$ cat src/rtl/bert_rx_pkg.sv
package bert_rx_pkg;

   localparam int REF_MAX = 15;

   typedef enum logic [1:0] {
      SY_LOAD  = 2'd0,
      SY_CHECK = 2'd1,
      SY_LOCK  = 2'd2
   } sync_state_e;

   localparam logic [2:0] PAT_P7  = 3'b000;
   localparam logic [2:0] PAT_P11 = 3'b001;
   localparam logic [2:0] PAT_P15 = 3'b010;
   localparam logic [2:0] PAT_P9  = 3'b111;

   // register length; zero marks an unsupported code
   function automatic logic [4:0] pat_len(input logic [2:0] sel);
      case (sel)
         PAT_P7:  return 5'd7;
         PAT_P9:  return 5'd9;
         PAT_P11: return 5'd11;
         PAT_P15: return 5'd15;
         default: return 5'd0;
      endcase
   endfunction

   function automatic logic [4:0] pat_tap(input logic [2:0] sel);
      case (sel)
         PAT_P7:  return 5'd6;
         PAT_P9:  return 5'd5;
         PAT_P11: return 5'd9;
         PAT_P15: return 5'd14;
         default: return 5'd0;
      endcase
   endfunction

endpackage

$ cat src/rtl/bert_rise_det.sv
module bert_rise_det #(
   parameter int NUM = 2
) (
   input  logic           clk,
   input  logic           rst_n,
   input  logic [NUM-1:0] lvl,
   output logic [NUM-1:0] rise
);
   generate
      if (NUM < 1) begin : g_bad
         $error("bert_rise_det: NUM must be at least 1");
      end
   endgenerate

   for (genvar i = 0; i < NUM; i++) begin : g_bit
      logic lvl_q;
      always_ff @(posedge clk) begin
         if (!rst_n) lvl_q <= 1'b0;
         else        lvl_q <= lvl[i];
      end
      assign rise[i] = lvl[i] & ~lvl_q;
   end
endmodule

$ cat src/rtl/bert_prbs_ref.sv
module bert_prbs_ref #(
   parameter int REF_W = 15
) (
   input  logic             clk,
   input  logic             rst_n,
   input  logic             adv,
   input  logic             load,
   input  logic             din,
   input  logic [4:0]       len,
   input  logic [4:0]       tap,
   output logic             pred
);
   generate
      if (REF_W < 2 || REF_W > 31) begin : g_bad
         $error("bert_prbs_ref: REF_W out of range");
      end
   endgenerate

   logic [REF_W-1:0] hist_q;
   logic [REF_W-1:0] tap_mask;

   // hist_q[k] holds the bit received k+1 enabled bits ago
   always_comb begin
      tap_mask = '0;
      for (int k = 0; k < REF_W; k++) begin
         if ((len != 5'd0) && ((5'(k + 1) == len) || (5'(k + 1) == tap)))
            tap_mask[k] = 1'b1;
      end
   end

   assign pred = ^(hist_q & tap_mask);

   always_ff @(posedge clk) begin
      if (!rst_n)   hist_q <= '0;
      else if (adv) hist_q <= {hist_q[REF_W-2:0], (load ? din : pred)};
   end
endmodule

$ cat src/rtl/bert_sync_ctrl.sv
module bert_sync_ctrl
   import bert_rx_pkg::*;
#(
   parameter int SYNC_RUN  = 32,
   parameter int WIN       = 64,
   parameter int LOSS_ERRS = 6
) (
   input  logic        clk,
   input  logic        rst_n,
   input  logic        restart,
   input  logic        bit_vld,
   input  logic        mismatch,
   input  logic [4:0]  len,
   output sync_state_e state
);
   localparam int RUN_W = $clog2(SYNC_RUN + 1);
   localparam int CNT_W = $clog2(WIN + 1);
   localparam int HST_W = WIN - 1;

   generate
      if (SYNC_RUN < 1) begin : g_bad_run
         $error("bert_sync_ctrl: SYNC_RUN must be positive");
      end
      if (WIN < 3) begin : g_bad_win
         $error("bert_sync_ctrl: WIN must be at least 3");
      end
      if (LOSS_ERRS < 1 || LOSS_ERRS > WIN) begin : g_bad_loss
         $error("bert_sync_ctrl: LOSS_ERRS must lie in 1..WIN");
      end
   endgenerate

   sync_state_e      state_q;
   logic [4:0]       ld_cnt_q;
   logic [RUN_W-1:0] run_q;
   logic [HST_W-1:0] ehist_q;   // error flags of the previous WIN-1 locked bits
   logic [CNT_W-1:0] ecnt_q;    // population of ehist_q
   logic [CNT_W-1:0] ecnt_now;
   logic             lose;

   assign ecnt_now = ecnt_q + CNT_W'(mismatch);
   assign lose     = (ecnt_now >= CNT_W'(LOSS_ERRS));
   assign state    = state_q;

   always_ff @(posedge clk) begin
      if (!rst_n) begin
         state_q  <= SY_LOAD;
         ld_cnt_q <= '0;
         run_q    <= '0;
         ehist_q  <= '0;
         ecnt_q   <= '0;
      end else if (restart) begin
         state_q  <= SY_LOAD;
         ld_cnt_q <= '0;
      end else if (bit_vld) begin
         case (state_q)
            SY_LOAD: begin
               if (ld_cnt_q == len - 5'd1) begin
                  state_q <= SY_CHECK;
                  run_q   <= '0;
               end else begin
                  ld_cnt_q <= ld_cnt_q + 5'd1;
               end
            end
            SY_CHECK: begin
               if (mismatch) begin
                  state_q  <= SY_LOAD;
                  ld_cnt_q <= '0;
               end else if (run_q == RUN_W'(SYNC_RUN - 1)) begin
                  state_q <= SY_LOCK;
                  ehist_q <= '0;
                  ecnt_q  <= '0;
               end else begin
                  run_q <= run_q + RUN_W'(1);
               end
            end
            SY_LOCK: begin
               if (lose) begin
                  state_q  <= SY_LOAD;
                  ld_cnt_q <= '0;
               end else begin
                  ehist_q <= {ehist_q[HST_W-2:0], mismatch};
                  ecnt_q  <= ecnt_now - CNT_W'(ehist_q[HST_W-1]);
               end
            end
            default: begin
               state_q  <= SY_LOAD;
               ld_cnt_q <= '0;
            end
         endcase
      end
   end
endmodule

$ cat src/rtl/bert_sat_cnt.sv
module bert_sat_cnt #(
   parameter int W = 32
) (
   input  logic         clk,
   input  logic         rst_n,
   input  logic         clr,
   input  logic         inc,
   output logic [W-1:0] q
);
   generate
      if (W < 2) begin : g_bad
         $error("bert_sat_cnt: W must be at least 2");
      end
   endgenerate

   logic at_max;
   assign at_max = &q;

   always_ff @(posedge clk) begin
      if (!rst_n)                q <= '0;
      else if (clr)              q <= '0;
      else if (inc && !at_max)   q <= q + W'(1);
   end
endmodule

$ cat src/rtl/bert_rx_sync.sv
module bert_rx_sync
   import bert_rx_pkg::*;
#(
   parameter int BIT_W     = 32,
   parameter int ERR_W     = 24,
   parameter int SYNC_RUN  = 32,
   parameter int WIN       = 64,
   parameter int LOSS_ERRS = 6
) (
   input  logic             clk,
   input  logic             rst_n,
   input  logic             rx_data,
   input  logic             rx_en,
   input  logic [2:0]       pat_sel,
   input  logic             rx_inv,
   input  logic             latch_req,
   input  logic             resync_req,
   output logic [BIT_W-1:0] bit_cnt_q,
   output logic [ERR_W-1:0] err_cnt_q,
   output logic             in_sync
);
   localparam int CTL_N = 2;

   generate
      if (ERR_W > BIT_W) begin : g_bad_w
         $error("bert_rx_sync: ERR_W must not exceed BIT_W");
      end
   endgenerate

   logic [CTL_N-1:0] ctl_rise;
   logic             latch_edge;
   logic             resync_edge;
   logic             rx_bit;
   logic [4:0]       len;
   logic [4:0]       tap;
   logic             supported;
   logic             bit_vld;
   logic             pred;
   logic             mismatch;
   sync_state_e      state;
   logic             count_bit;
   logic [BIT_W-1:0] live_bits;
   logic [ERR_W-1:0] live_errs;

   bert_rise_det #(.NUM(CTL_N)) u_rise (
      .clk  (clk),
      .rst_n(rst_n),
      .lvl  ({resync_req, latch_req}),
      .rise (ctl_rise)
   );

   assign latch_edge  = ctl_rise[0];
   assign resync_edge = ctl_rise[1];
   assign rx_bit      = rx_data ^ rx_inv;
   assign len         = pat_len(pat_sel);
   assign tap         = pat_tap(pat_sel);
   assign supported   = (len != 5'd0);
   assign bit_vld     = rx_en & ~resync_edge;
   assign mismatch    = rx_bit ^ pred;

   bert_prbs_ref #(.REF_W(REF_MAX)) u_ref (
      .clk  (clk),
      .rst_n(rst_n),
      .adv  (bit_vld),
      .load (state == SY_LOAD),
      .din  (rx_bit),
      .len  (len),
      .tap  (tap),
      .pred (pred)
   );

   bert_sync_ctrl #(
      .SYNC_RUN (SYNC_RUN),
      .WIN      (WIN),
      .LOSS_ERRS(LOSS_ERRS)
   ) u_sync (
      .clk     (clk),
      .rst_n   (rst_n),
      .restart (resync_edge | ~supported),
      .bit_vld (bit_vld),
      .mismatch(mismatch),
      .len     (len),
      .state   (state)
   );

   assign in_sync   = (state == SY_LOCK);
   assign count_bit = bit_vld & in_sync;

   bert_sat_cnt #(.W(BIT_W)) u_bits (
      .clk  (clk),
      .rst_n(rst_n),
      .clr  (latch_edge),
      .inc  (count_bit),
      .q    (live_bits)
   );

   bert_sat_cnt #(.W(ERR_W)) u_errs (
      .clk  (clk),
      .rst_n(rst_n),
      .clr  (latch_edge),
      .inc  (count_bit & mismatch),
      .q    (live_errs)
   );

   always_ff @(posedge clk) begin
      if (!rst_n) begin
         bit_cnt_q <= '0;
         err_cnt_q <= '0;
      end else if (latch_edge) begin
         bit_cnt_q <= live_bits;
         err_cnt_q <= live_errs;
      end
   end
endmodule

$ cat config.mk
export PLATFORM = sky130hd
export DESIGN_NAME = bert_rx_sync
export DESIGN_NICKNAME = d
export VERILOG_FILES = /design/src/rtl/bert_rx_pkg.sv /design/src/rtl/bert_rise_det.sv /design/src/rtl/bert_prbs_ref.sv /design/src/rtl/bert_sync_ctrl.sv /design/src/rtl/bert_sat_cnt.sv /design/src/rtl/bert_rx_sync.sv
export SDC_FILE = /design/constraint.sdc
export NUM_CORES = 1
export LEC_CHECK = 0
export ABC_AREA = 1
export BUFFER_PORTS_ARGS = -buffer_cell sky130_fd_sc_hd__buf_4
export CORE_MARGIN = 3
export CORE_UTILIZATION = 45
export CTS_BUF_LIST = sky130_fd_sc_hd__clkbuf_4 sky130_fd_sc_hd__clkbuf_8
export DETAILED_ROUTE_END_ITERATION = 7
export GPL_TIMING_DRIVEN = 0
export PLACE_DENSITY_LB_ADDON = 0.25
export SYNTH_ARGS = -nofsm -noshare
export SYNTH_HDL_FRONTEND = slang
export SYNTH_SLANG_ARGS = --single-unit
$ cat constraint.sdc
create_clock -name clk -period 3.62 [get_ports clk]
set_input_delay 0 -clock clk [delete_from_list [all_inputs] [get_ports clk]]
set_output_delay 0 -clock clk [all_outputs]
set_load 0.01 [all_outputs]
==> results.md, run 1 <==
- Synth Flop Type: dfxtp_1
- Async SR Flop Fraction: 0
- Clock buffer depth: 3
- Routability cong.: 0.986
- I/O Buffers: 64
- Post-detail-place hpwl: 18.3 mm
- Initial antenna violation count: 0
- RSZ-0062 raised after global routing: true
- CORE AREA: 0.0220 mm2
- Drt pass-1 iters: 5
- Clock network power share: 0.472
- Total power: 5110 uW
- Seq/Total Area, Yosys: 0.416
- Layout Nets: 1675
- Setup Skew: 0.0177 ns
- Clock transition at path regs: 0.06 ns
- CTS Buf Count: 37
- WS Path Type: flip-flop to flip-flop
- Routed Antenna Nets: 0
- Slew Limit Fails: 0
- Fmax: 0.304 GHz
- Initial Util: 0.463
- DRC violations left: 0
- Worst slew pin tran: 0.754 ns
- Total track usage: 0.211
- Root buf cell: clkbuf_8
- Max transition margin: 0.494
- Initial DRC count: 697
- Min-delay worst type: input port to flip-flop
- I/O pin count: 67
- VDD IR max: 261 uV
- Yosys warns: 0
- Logic pwr share: 0.055
- Final worst-path cycle share: 0.910
- Post-Synthesis Net Count: 1569
- CTS tree: yes
- Via count: 9752
- Vias in the first global route: 9008
- Die W: 157 um
- Internal power: 3920 uW
- EDFF count, synth: 0
- Share of post-route cells with drive strength above 1: 0.0924
- Yosys reg bits: 212
- Vias per cell: 4.98
- Switching Fraction: 0.233
- Die area: 0.0245 mm2
- Worst EP arrival: 3.69 ns
- Sink Count: 212
- Remaining Overflow, GRT: 0
- Syn Area/Cell: 6.59 um2
- Fin. Hold Viols: 0
- Status: completed
- CP Max Fanout: 10
- Final Core Density: 0.541
- Crit path time final: 3.29 ns
- WP data required: 4.02 ns
- Post-Synthesis Cell Area: 0.0102 mm2
- Worst Setup End Kind: flip-flop
- Die H: 157 um
- Commonest non-fill, non-tap cell in the layout: nand2_1
- Startpoint types: flip-flop
- Row count: 54
- Cells after Synth: 1548
- First-pass GRT wire length: 43.3 mm
- Pin count of the biggest net entering global routing: 11
- Final WL: 25.7 mm
- Ant diodes: 0
- Placed Area: 0.0110 mm2
- Commonest cells after routing, fill and taps aside: nand2_1 (443), dfxtp_1 (212), nor2_1 (209)
- Total of max-cap violations: 0
- CTS H-tree lvls: 2
- Pleak: 0.00480 uW
- Power Dens Cells: 429 mW/mm2
- Register share of total power: 0.473
- Finished Cell Area: 0.0119 mm2
- Setup violators final: 0
- Synth unique cells: 27
- Wire length per cell: 13.1 um
- Area grow syn2layout: 16.7%
- Switching power total: 1190 uW
- Clk_lat worst skew: 0.53 ns
[through the flow]
step                      hold WS [ns]  instances  setup slack, ns  setup TNS [ns]
final                           0.0351       1958            0.327               0
after global routing             0.116       1958          -0.0234         -0.0694
after CTS                      0.00262       1957            0.166               0
after detailed placement         0.195       1892            0.192               0
after global placement           0.188       1892            0.214               0
after floorplan                 0.0935       1548            0.809               0
[worst paths after layout]
| check | slack [ns] | to | start | cells after the start |
|---|---|---|---|---|
| worst min-delay path | 0.04 | u_ref.hist_q[0]$_SDFFE_PN0P_ | rx_data | 5 |
| worst min register to register | 0.47 | u_ref.hist_q[0]$_SDFFE_PN0P_ | u_ref.hist_q[0]$_SDFFE_PN0P_ | 2 |
| worst max-delay path | 0.33 | u_sync.ehist_q[60]$_SDFFE_PN0P_ | u_ref.hist_q[13]$_SDFFE_PN0P_ | 23 |
| worst max register to register | 0.33 | u_sync.ehist_q[60]$_SDFFE_PN0P_ | u_ref.hist_q[13]$_SDFFE_PN0P_ | 23 |
[timing repair]
| item | CTS | global route |
|---|---|---|
| setup buffers | 0 | 1 |
| endpoints found under the setup margin | 0 | 70 |
| resized for setup | 0 | 17 |
| endpoints found under the hold margin | 2 | 0 |
| hold buffers | 2 | 0 |
[logic make-up (layout without fill, tap and decap cells)]
logic type	Yosys count	count (layout)	share of synthesized area
adders and majority gates	11	11	0.0135
buffers and inverters	241	371	0.0910
DFF	212	212	0.416
and+or+nand+nor	831	831	0.335
AOI/OAI and AO/OA	198	198	0.0975
xor gates and xnor gates	55	55	0.0472
[Yosys cell counts (2+ instances only)]
| library cell | n | share of area |
|---|---|---|
| a21oi_1 | 114 | 0.056 |
| buf_1 | 2 | 0.00074 |
| buf_2 | 7 | 0.0034 |
| buf_4 | 4 | 0.0029 |
| clkbuf_1 | 63 | 0.023 |
| clkinv_1 | 2 | 0.00074 |
| dfxtp_1 | 212 | 0.42 |
| ha_1 | 11 | 0.013 |
| inv_1 | 160 | 0.059 |
| inv_2 | 3 | 0.0011 |
| nand2_1 | 443 | 0.16 |
| nand3_1 | 108 | 0.053 |
| nand3b_1 | 2 | 0.0015 |
| nand4_1 | 32 | 0.020 |
| nor2_1 | 209 | 0.077 |
| nor3_1 | 21 | 0.010 |
| nor3b_1 | 2 | 0.0015 |
| nor4_1 | 10 | 0.0061 |
| o21ai_0 | 81 | 0.040 |
| or2_2 | 2 | 0.0012 |
| xnor2_1 | 11 | 0.0094 |
| xor2_1 | 44 | 0.038 |
[sequential cells by signal, indices dropped and copies added, names as in the netlist]
register / cells
u_sync.state: 2
bit_cnt_q: 32
u_sync.ehist_q: 63
u_bits.q: 32
u_sync.ecnt_q: 7
err_cnt_q: 24
u_sync.ld_cnt_q: 5
u_ref.hist_q: 15
u_errs.q: 24
u_rise.g_bit.lvl_q: 2
u_sync.run_q: 6
[worst max-delay path, cell delays in order, from the launching register on]
cell	delay, ns
dfxtp_1	0.37
nor2_1	0.05
nor2_1	0.15
nand2_1	0.09
inv_1	0.05
nor2_1	0.05
nand2_1	0.10
nand3_1	0.09
nand2_1	0.12
ha_2	0.21
ha_2	0.21
nand2_1	0.07
clkinv_1	0.08
nand3_1	0.06
nand2_1	0.11
nand2_1	0.09
nor2_1	0.17
a21oi_2	0.10
nor3_4	0.20
buf_12	0.15
buf_1	0.38
nand3_1	0.14
nand2_1	0.10
nor2_1	0.04
[layer usage]
metal | global-route usage | wire, um | part of all wire | up-vias
met2 | 0.341 | 11600 | 0.45 | 201
li1 | - | - | - | 5115
met5 | 0 | 0 | 0 | -
met4 | 0.0671 | 614 | 0.024 | 0
met3 | 0.0360 | 1250 | 0.049 | 49
met1 | 0.287 | 12200 | 0.47 | 4387
[final cells by class]
class,instances,area [um2]
Sequential cell,212,4240
Clock inverter,10,128
Multi-Input combinational cell,1095,5050
Tap cell,280,350
Clock buffer,53,686
Buffer,76,318
Fill cell,2230,10100
Timing Repair Buffer,67,520
Inverter,165,619
[power by group through the flow]
stage,Clock [uW],Sequential (uW),Combinational (uW)
after floorplan,0,2480,143
after global placement,0,2470,279
after detailed placement,0,2470,283
after CTS,2480,2420,287
after global routing,2580,2420,320
final,2420,2420,282
Power figures use the tool's default switching activity.
==> inputs of run 2 (changes only) <==
ABC_AREA = default   (was 1)
==> run 2 against run 1 <==
Compared with the run above: routed wire length is 22% lower; first-iteration DRC count is 44% lower; count of clock-buffer cells in the layout is 6 higher; critical path depth is 6 lower; setup slack worse by 0.17 ns; total power is 6.7% lower; non-clock buffer count is 6 lower; clock skew hardly changed; maximum frequency is 4.9% lower; synthesized area is 12% lower; global-route usage is 3.0 points lower; flip-flop and latch count stayed put; critical path type unchanged; largest power group unchanged.
==> results.md, run 2 <==
- Max transition margin: 0.351 (was 0.494)
- Share of post-route cells with drive strength above 1: 0.149 (was 0.0924)
- Fin. Hold Viols: 0 (unchanged)
- Final worst-path cycle share: 0.956 (was 0.910)
- Vias in the first global route: 6854 (was 9008)
- Commonest cells after routing, fill and taps aside: dfxtp_1 (212), nand2_1 (178), buf_4 (75), a21boi_0 (75), nor2_1 (72) (was nand2_1 (443), dfxtp_1 (212), nor2_1 (209))
- Total of max-cap violations: 0 (unchanged)
- I/O Buffers: 63 (was 64)
- Layout Nets: 1160 (was 1675)
- First-pass GRT wire length: 33.2 mm (was 43.3 mm)
- Ant diodes: 0 (unchanged)
- CP max stage delay: 0.36 ns (was 0.38 ns)
- Clock transition at path regs: 0.06 ns (about the same)
- Sink Count: 212 (unchanged)
- Top-count cell post-synth: dfxtp_1 (was nand2_1)
- Post-Synthesis Net Count: 1049 (was 1569)
- Family with the most delay on the worst path: compound AO/OA/AOI/OAI gates (was simple AND/OR/NAND/NOR gates)
- CORE AREA: 0.0196 mm2 (was 0.0220 mm2)
- CTS H-tree lvls: 2 (unchanged)
- Fin cells: 1430 (was 1958)
- Syn Area/Cell: 8.77 um2 (was 6.59 um2)
- Clk_lat worst skew: 0.53 ns (about the same)
- Setup TNS: 0 ns (unchanged)
- Die W: 148 um (was 157 um)
- Yosys top cell area share: 0.471 (was 0.416)
- Async SR Flop Fraction: 0 (unchanged)
- Vias per cell: 5.16 (was 4.98)
- Die H: 148 um (was 157 um)
- Area contributors post-synth: dfxtp_1 (47%), nand2_1 (7.4%), a21boi_0 (6.2%) (was dfxtp_1 (42%), nand2_1 (16%), nor2_1 (7.7%))
- Largest Register: u_sync.ehist_q (unchanged)
- CTS Buf Count: 36 (was 37)
- Slew Limit Fails: 0 (unchanged)
- Final WL: 20.1 mm (was 25.7 mm)
- Cells after Synth: 1028 (was 1548)
- Setup Skew: 0.0181 ns (was 0.0177 ns)
- Worst-path cell chain: xnor2_1, o31ai_2, a311oi_2, xor3_2, inv_4, buf_8, ha_4, ha_4, nand3_2, mux2_2, o221a_4, nor2_1, a211o_1, buf_4, buf_4, and2_0, o21a_1 (was nor2_1, nor2_1, nand2_1, inv_1, nor2_1, nand2_1, nand3_1, nand2_1, ha_2, ha_2, nand2_1, clkinv_1, nand3_1, nand2_1, nand2_1, nor2_1, a21oi_2, nor3_4, buf_12, buf_1, nand3_1, nand2_1, nor2_1)
- Clock buffer depth: 3 (unchanged)
- WS Path Type: flip-flop to flip-flop (unchanged)
- Crit path time final: 3.46 ns (was 3.29 ns)
- Via count: 7383 (was 9752)
- I/O pin count: 67 (unchanged)
- Area grow syn2layout: 19.8% (was 16.7%)
- Initial antenna violation count: 0 (unchanged)
- Seq/Total Area, Yosys: 0.471 (was 0.416)
- Total track usage: 0.181 (was 0.211)
- Min-delay worst type: input port to flip-flop (unchanged)
- Status: completed (unchanged)
- Largest regs: u_sync.ehist_q: 63 flops, bit_cnt_q: 32 flops, u_bits.q: 32 flops (unchanged)
- Yosys warns: 0 (unchanged)
- Routed Antenna Nets: 0 (unchanged)
- Max reg flops: 63 (unchanged)
- CTS tree: yes (unchanged)
- Synth unique cells: 61 (was 27)
- Pin count of the biggest net entering global routing: 11 (unchanged)
- Startpoint types: flip-flop (unchanged)
- R2R Setup Slk: 0.16 ns (was 0.33 ns)
- CP Max Fanout: 10 (unchanged)
- Post-Synthesis Cell Area: 0.00902 mm2 (was 0.0102 mm2)
- Synth Flop Type: dfxtp_1 (unchanged)
- # fillers: 1841 (was 2230)
- WP data required: 4.03 ns (was 4.02 ns)
- Root buf cell: clkbuf_8 (unchanged)
- Routability cong.: 0.845 (was 0.986)
- VDD IR max: 293 uV (was 261 uV)
- DRC violations left: 0 (unchanged)
- Yosys reg bits: 212 (unchanged)
- Initial Util: 0.460 (was 0.463)
- Drt pass-1 iters: 5 (unchanged)
- Synth area leader: dfxtp_1 (unchanged)
- Pleak: 0.00365 uW (was 0.00480 uW)
- Slowest CP cell: xor3_2 (was buf_1)
- Worst EP arrival: 3.87 ns (was 3.69 ns)
- Initial DRC count: 389 (was 697)
- RSZ-0062 raised after global routing: false (was true)
- Placed insts: 1356 (was 1892)
- EDFF count, synth: 0 (unchanged)
- Commonest cells in the synthesized netlist: dfxtp_1 (212), nand2_1 (178), a21boi_0 (75) (was nand2_1 (443), dfxtp_1 (212), nor2_1 (209))
- Row count: 51 (was 54)
- Worst slew pin tran: 0.967 ns (was 0.754 ns)
- Worst Setup End Kind: flip-flop (unchanged)
- Remaining Overflow, GRT: 0 (unchanged)
- Commonest non-fill, non-tap cell in the layout: dfxtp_1 (was nand2_1)
- Die area: 0.0218 mm2 (was 0.0245 mm2)
- Setup violators final: 0 (unchanged)
- Wire length per cell: 14.0 um (was 13.1 um)
- Post-detail-place hpwl: 13.7 mm (was 18.3 mm)
- Fmax: 0.289 GHz (was 0.304 GHz)
- Crit path buffers/inverters: 4 (unchanged)
- Power Dens Cells: 442 mW/mm2 (was 429 mW/mm2)
## run 2: cell types whose count changed after synthesis, sizes merged, moves of 66 or more
cell	delta
nand2	-265
inv	-147
nor2	-138
a21oi	-96
a21boi	+77
nand3	-77
o21ai	-69
nor2b	+67
a22oi	+66
## run 2: tightest hold or removal path: stages
cell	delay, ns
buf_4	0.14
nand2_1	0.06
a21oi_1	0.10
xor2_1	0.14
nor2_1	0.08
a21oi_1	0.05
a21oi_1	0.13
## run 2: cell type report
cell class | count | area, um2 | area share
buffer | 64 | 302 | 0.0279
clock buffer | 59 | 749 | 0.0694
clock inverter | 5 | 30.0 | 0.00278
inverter | 16 | 62.6 | 0.00579
multi-input combinational | 736 | 4520 | 0.419
sequential | 212 | 4240 | 0.393
tap | 265 | 332 | 0.0307
timing repair buffer | 73 | 563 | 0.0521
## run 2: stage by stage
stage | cell area (um2) | hold WS (ns) | utilization | setup slack (ns) | power (uW)
floorplan | 9020 | 0.122 | - | 0.0751 | 2500
global placement | 9830 | 0.234 | 0.502 | -0.485 | 2550
detailed placement | 9830 | 0.234 | 0.502 | -0.507 | 2550
CTS | 10800 | 0.193 | 0.550 | 0.00847 | 4830
global route | 10800 | 0.254 | 0.552 | 0.00160 | 4950
finish | 10800 | 0.229 | 0.552 | 0.159 | 4770
## run 2: metal layers
layer | routed length (um) | up-vias | GRT usage
met3 | 921 | 37 | 0.0368
met2 | 8800 | 135 | 0.282
met5 | 0 | - | 0
met1 | 9930 | 3452 | 0.253
li1 | - | 3759 | -
met4 | 398 | 0 | 0.0559
## run 2: kinds of logic after synthesis
family                     count (synthesis)  share of synthesized area
AOI/OAI and AO/OA                        201                      0.163
muxes                                      9                     0.0101
DFF                                      212                      0.471
xor gates and xnor gates                  59                     0.0591
adders and majority gates                 11                     0.0153
and+or+nand+nor                          456                      0.246
buffers and inverters                     80                     0.0364
## run 2: final timing paths
check | startpoint | depth (start not counted) | to
max | u_ref.hist_q[6]$_SDFFE_PN0P_ | 17 | u_sync.ecnt_q[3]$_SDFFE_PN0P_
min | pat_sel[1] | 7 | u_ref.hist_q[0]$_SDFFE_PN0P_
max reg2reg | u_ref.hist_q[6]$_SDFFE_PN0P_ | 17 | u_sync.ecnt_q[3]$_SDFFE_PN0P_
min reg2reg | u_ref.hist_q[2]$_SDFFE_PN0P_ | 2 | u_ref.hist_q[3]$_SDFFE_PN0P_
## run 2: repair_timing
| action | CTS | global route |
|---|---|---|
| hold buffers | 6 | 0 |
| resized for setup | 23 | 4 |
| endpoints found under the hold margin | 15 | 0 |
| setup buffers | 3 | 1 |
| pin swaps | 4 | 3 |
| setup endpoints to repair | 77 | 74 |
| gates cloned | 0 | 0 |
## run 2: power by group
| group | total, uW | switching [uW] | internal (uW) |
|---|---|---|---|
| Sequential | 2340 | 1.98 | 2340 |
| Clock | 2260 | 948 | 1310 |
| Combinational | 178 | 116 | 61.6 |
| Total | 4770 | 1070 | 3710 |
